===== config.mk =====
export PLATFORM = sky130hd
export DESIGN_NAME = stream_ctrl
export DESIGN_NICKNAME = d
export VERILOG_FILES = /design/src/rtl/stream_ctrl_pkg.sv /design/src/rtl/stream_slot.sv /design/src/rtl/lowest_pick.sv /design/src/rtl/stream_ctrl.sv
export SDC_FILE = /design/constraint.sdc
export NUM_CORES = 1
export LEC_CHECK = 0
export CAP_MARGIN = 30
export CORE_MARGIN = 3
export CORE_UTILIZATION = 50
export DETAILED_ROUTE_END_ITERATION = 12
export DONT_BUFFER_PORTS = 1
export GPL_TIMING_DRIVEN = 0
export PLACE_DENSITY = 0.7
export SYNTH_ARGS = -nofsm -noshare
export SYNTH_HDL_FRONTEND = slang
export SYNTH_SLANG_ARGS = --single-unit

===== constraint.sdc =====
create_clock -name clk -period 2.4 [get_ports clk]
set_input_delay 0 -clock clk [delete_from_list [all_inputs] [get_ports clk]]
set_output_delay 0 -clock clk [all_outputs]
set_load 0.01 [all_outputs]

===== src/rtl/stream_ctrl_pkg.sv =====
package stream_ctrl_pkg;
    typedef enum logic [1:0] {
        SL_HALTED = 2'd0,
        SL_EMPTY  = 2'd1,
        SL_COOL   = 2'd2,
        SL_FULL   = 2'd3
    } slot_state_e;
endpackage


===== src/rtl/stream_slot.sv =====
module stream_slot
    import stream_ctrl_pkg::*;
#(
    parameter int DELAY = 1,
    parameter int CW    = 1
) (
    input  logic clk,
    input  logic rst_n,
    input  logic stop_hit,
    input  logic create_hit,
    input  logic fetch_hit,
    input  logic exec_hit,
    input  logic wset_hit,
    input  logic wclr_all,
    output logic fetch_rdy,
    output logic exec_rdy,
    output logic is_halted
);
    slot_state_e       st_q, st_n;
    logic [CW-1:0]     cnt_q, cnt_n;
    logic              wt_q, wt_n;

    always_ff @(posedge clk) begin
        if (!rst_n) begin
            st_q  <= SL_HALTED;
            cnt_q <= '0;
            wt_q  <= 1'b0;
        end else begin
            st_q  <= st_n;
            cnt_q <= cnt_n;
            wt_q  <= wt_n;
        end
    end

    always_comb begin
        st_n  = st_q;
        cnt_n = cnt_q;
        wt_n  = wt_q;
        if (stop_hit) begin
            st_n  = SL_HALTED;
            cnt_n = '0;
            wt_n  = 1'b0;
        end else begin
            unique case (st_q)
                SL_HALTED: if (create_hit) st_n = SL_EMPTY;
                SL_EMPTY:  if (fetch_hit)  st_n = SL_FULL;
                SL_COOL: begin
                    if (cnt_q <= CW'(1)) begin
                        st_n  = SL_EMPTY;
                        cnt_n = '0;
                    end else begin
                        cnt_n = cnt_q - CW'(1);
                    end
                end
                SL_FULL: begin
                    if (exec_hit && !wt_q) begin
                        st_n  = SL_COOL;
                        cnt_n = CW'(DELAY);
                    end
                end
                default: st_n = SL_HALTED;
            endcase
            if (st_q == SL_HALTED) wt_n = 1'b0;
            else if (wclr_all)     wt_n = 1'b0;
            else if (wset_hit)     wt_n = 1'b1;
        end
    end

    always_comb begin
        fetch_rdy = (st_q == SL_EMPTY);
        exec_rdy  = (st_q == SL_FULL) && !wt_q;
        is_halted = (st_q == SL_HALTED);
    end
endmodule


===== src/rtl/lowest_pick.sv =====
module lowest_pick #(
    parameter int W  = 16,
    parameter int IW = 4
) (
    input  logic [W-1:0]  req,
    output logic          valid,
    output logic [IW-1:0] id
);
    always_comb begin
        valid = 1'b0;
        id    = '0;
        for (int i = W - 1; i >= 0; i--) begin
            if (req[i]) begin
                valid = 1'b1;
                id    = IW'(i);
            end
        end
    end
endmodule


===== src/rtl/stream_ctrl.sv =====
module stream_ctrl #(
    parameter int NSTREAMS      = 16,
    parameter int EXEC_TO_FETCH = 1,
    parameter int IW            = $clog2(NSTREAMS)
) (
    input  logic                clk,
    input  logic                rst_n,
    input  logic                fetch_done_valid,
    input  logic [IW-1:0]       fetch_done_id,
    input  logic                exec_start_valid,
    input  logic [IW-1:0]       exec_start_id,
    input  logic                create_valid,
    input  logic [IW-1:0]       create_id,
    input  logic                stop_valid,
    input  logic [IW-1:0]       stop_id,
    input  logic                wait_set_valid,
    input  logic [IW-1:0]       wait_set_id,
    input  logic                wait_clr_all,
    output logic [NSTREAMS-1:0] fetch_req,
    output logic [NSTREAMS-1:0] exec_req,
    output logic                fetch_grant_valid,
    output logic [IW-1:0]       fetch_grant_id,
    output logic                exec_grant_valid,
    output logic [IW-1:0]       exec_grant_id,
    output logic                free_avail,
    output logic [IW-1:0]       free_id
);
    localparam int CW = $clog2(EXEC_TO_FETCH + 1);

    logic [NSTREAMS-1:0] halted_vec;

    for (genvar g = 0; g < NSTREAMS; g++) begin : g_slot
        stream_slot #(.DELAY(EXEC_TO_FETCH), .CW(CW)) u_slot (
            .clk        (clk),
            .rst_n      (rst_n),
            .stop_hit   (stop_valid       && (stop_id       == IW'(g))),
            .create_hit (create_valid     && (create_id     == IW'(g))),
            .fetch_hit  (fetch_done_valid && (fetch_done_id == IW'(g))),
            .exec_hit   (exec_start_valid && (exec_start_id == IW'(g))),
            .wset_hit   (wait_set_valid   && (wait_set_id   == IW'(g))),
            .wclr_all   (wait_clr_all),
            .fetch_rdy  (fetch_req[g]),
            .exec_rdy   (exec_req[g]),
            .is_halted  (halted_vec[g])
        );
    end

    lowest_pick #(.W(NSTREAMS), .IW(IW)) u_fetch_pick (
        .req(fetch_req), .valid(fetch_grant_valid), .id(fetch_grant_id));
    lowest_pick #(.W(NSTREAMS), .IW(IW)) u_exec_pick (
        .req(exec_req), .valid(exec_grant_valid), .id(exec_grant_id));
    lowest_pick #(.W(NSTREAMS), .IW(IW)) u_free_pick (
        .req(halted_vec), .valid(free_avail), .id(free_id));
endmodule


==> impl_metrics.yaml <==
place:
  port-buffer-count: 0
  place_area_um2: 3210
  post-place-cells: 498
  place_hpwl_mm: 8.35
  gp_congestion: 1.03
global_route:
  gr-usage-all-layers_pct: 29.7
  antenna_found_initial: 0
  gr-total-overflow: 0
  grt_first_pass_wirelength_mm: 16.6
  grt_pass1_vias: 3139
  grt_max_degree: 15
logic_synthesis:
  synth_top_family_by_area: "simple AND/OR/NAND/NOR gates"
  synth.avg_cell_area_um2: 7.36
  yosys-mux-area-fraction_pct: 0
  synth_fp_nets: 451
  synth_cells: 423
  ys_types: 43
  synth_edf_count: 0
  yosysWarnings: 0
  syn_area_um2: 3110
  synth-seq-cells: 48
  ys.flop_type: "dfxtp_1"
  synth-compound-area-share_pct: 18.6
  async_reset_ff_share_pct: 0
  yosys.area_share.adder_pct: 0
  synth-simple-area-share_pct: 40.0
  synth-xor-area-share_pct: 0
  ys_seq_area_share_pct: 30.9
routing:
  drc: 0
  drt_iter0_markers: 453
  routed_wl_mm: 10.7
  post_drt_wl_per_cell_um: 20.3
  vias: 3408
  avgViaCountPerCell: 6.49
  drt-pass1-iter-count: 6
  ant_nets: 0
floorplan:
  die_w_um: 84.9
  core-area_um2: 5990
  dieArea_um2: 7210
  dieHeight_um: 84.9
  start_util_pct: 52.0
  rows: 28
  io_pins: 75
worst_setup_path:
  critPathArrivalTime_ns: 1.95
  r2r_slack_ns: 1.08
  timing.rr.end: "g_slot[0].u_slot.st_q[0]"
  crit_start: "g_slot[15].u_slot.st_q[0]"
  crit_fanout: 7
  critPathSlowestCell: "dfxtp_1"
  worst-setup-path-type: "register to output port"
  cp_num_buf_inv: 1
  crit_family: "compound AO/OA/AOI/OAI gates"
  reg2reg_from: "g_slot[0].u_slot.wt_q"
  endpoint_kind: "output port"
  r2r_cells: 4
  crit_chain: "and3b_1 > buf_6 > o211ai_1 > a31oi_1 > o31ai_1 > a211oi_1"
  critPathLaunchType: "register"
  slowest_delay_ns: 0.46
  required_ns: 2.40
final_layout:
  fin_nets: 477
  postLayoutCellArea_um2: 3490
  drive_above_1_share_pct: 10.0
  nFillCells: 575
  syn_to_final_growth_pct: 12.1
  final_cells: 525
  n_antenna_cell: 0
power:
  pwr-share-seq_pct: 52.9
  intPower_mw: 1.11
  pwr-share-clk_pct: 33.7
  power_mw: 1.53
  p_switching_mw: 0.424
  pwr-share-comb_pct: 13.4
  peakVddDrop_v: 0.000254
  p_sw_share_pct: 27.7
  p_leak_nw: 1.33
  powerDensity_nw_per_um2: 438
clock_network:
  clk_latency_ns: 0.31
  cts-root-buf: "clkbuf_8"
  clk_path_buf_depth: 2
  path_clk_slew_ns: 0.09
  cts_tree: "done"
  post_cts_resize_count: 0
  clock_sinks: 48
  post-cts-setup-buffers: 0
  cts_inserted_buffers: 5
  htreeDepth: 2
timing:
  rsz0062_at_grt: "no"
  max_slew_margin_pct: 54.5
  max_freq_ghz: 0.512
  finalHoldViolations: 1
  period_minus_slack_ns: 1.95
  finalSetupViolCount: 0
  hold_ws_ns: -0.0103
  tns_ns: 0
  skew_ns: 0.00400
  drv_slew: 0
  min_period_over_period_pct: 81.4
  tightest_slew_ns: 0.680
min_path:
  hp-start: "stop_id[0]"
  hold_end: "g_slot[4].u_slot.wt_q"
  hold_depth: 2
  hold_class: "input pin to register"
outcome:
  status: "finished with violations"
  violations: "hold timing"
run:
  drv_cap: 0
==> layer usage <==
layer  share of wire (%)  global-route usage (%)  wire length [um]  vias to the layer above
met1                  40                    39.7              4300                     1536
met3                  12                    5.53              1290                       45
met2                  43                    46.5              4590                      268
li1                    -                       -                 -                     1559
met4                 4.5                    13.4               478                        0
met5                   0                       0                 0                        -
==> cells by family (layout without fill, tap and decap cells) <==
logic type	after synthesis	count (layout)
and+or+nand+nor	227	227
AOI/OAI and AO/OA	95	95
buffers and inverters	53	80
DFF	48	48
==> worst reg2reg max path: stages (launching register included) <==
cell      delay (ns)
dfxtp_1         0.33
nand3b_1        0.22
or4_1           0.52
nand3_1         0.10
a21oi_1         0.04
==> cells in the final DEF (no fill, tap or decap), types with 5 or more instances in the layout <==
cell type / instances
a21oi_1: 37
dlygate4sd3_1: 19
dfxtp_1: 48
nand2_1: 30
nor4_1: 19
nand3b_1: 16
nor3_1: 19
clkbuf_8: 6
nor3b_1: 17
a31oi_1: 10
nor2_1: 61
o21ai_0: 11
nand3_1: 10
nor2b_1: 20
a211oi_1: 16
inv_1: 13
and3b_1: 5
nand2b_1: 11
buf_4: 32
==> through the flow <==
step	utilization (%)	worst slack, ns
final	58.2	0.447
after floorplan	-	1.00
after CTS	58.2	0.452
after global routing	58.2	0.263
after global placement	53.5	0.785
after detailed placement	53.5	0.785
==> area by class of cell <==
class                   instances  area (um^2)  area share, %
plain buffers                  38          272           7.78
flip-flops and latches         48          961           27.5
multi-input cells             322         1820           52.3
well taps                      75         93.8           2.69
inverters                      15         56.3           1.61
clock inverters                 2         10.0          0.287
clock buffers                   6         82.6           2.37
repair buffers                 19          190           5.45
==> state kept, by name (all words and copies together) (netlist names) <==
name	cells
g_slot.u_slot.st_q	32
g_slot.u_slot.wt_q	16
==> how the worst max path moves through the flow <==
stage / to / cells after the start
floorplan: exec_grant_valid / 5
global placement: exec_grant_id[0] / 6
detailed placement: exec_grant_id[1] / 6
CTS: exec_grant_id[1] / 6
global route: exec_grant_id[1] / 6
finish: exec_grant_id[1] / 6
==> timing repair <==
action                     CTS  global route
hold buffers                19             0
setup endpoints to repair    0             0
hold endpoints to repair    31             0
==> power groups by stage <==
| stage | combinational [mW] | clock [mW] | sequential, mW |
|---|---|---|---|
| 2_1_floorplan | 0.127 | 0 | 0.826 |
| 3_5_place_dp | 0.171 | 0 | 0.827 |
| 3_3_place_gp | 0.171 | 0 | 0.827 |
| 6_report | 0.205 | 0.516 | 0.809 |
| 4_1_cts | 0.199 | 0.508 | 0.809 |
| 5_1_grt | 0.218 | 0.548 | 0.810 |
==> cell usage after synthesis (11+ instances only) <==
| master | count | area (um^2) |
|---|---|---|
| o21ai_0 | 11 | 55.1 |
| a211oi_1 | 16 | 120 |
| nand3b_1 | 16 | 120 |
| nand2b_1 | 11 | 68.8 |
| nor2_1 | 61 | 229 |
| buf_4 | 32 | 240 |
| nand2_1 | 30 | 113 |
| nor4_1 | 19 | 119 |
| inv_1 | 13 | 48.8 |
| nor3_1 | 19 | 95.1 |
| dfxtp_1 | 48 | 961 |
| nor2b_1 | 20 | 125 |
| a21oi_1 | 37 | 185 |
| nor3b_1 | 17 | 128 |
Note: power is estimated with default switching activity, not from simulation.
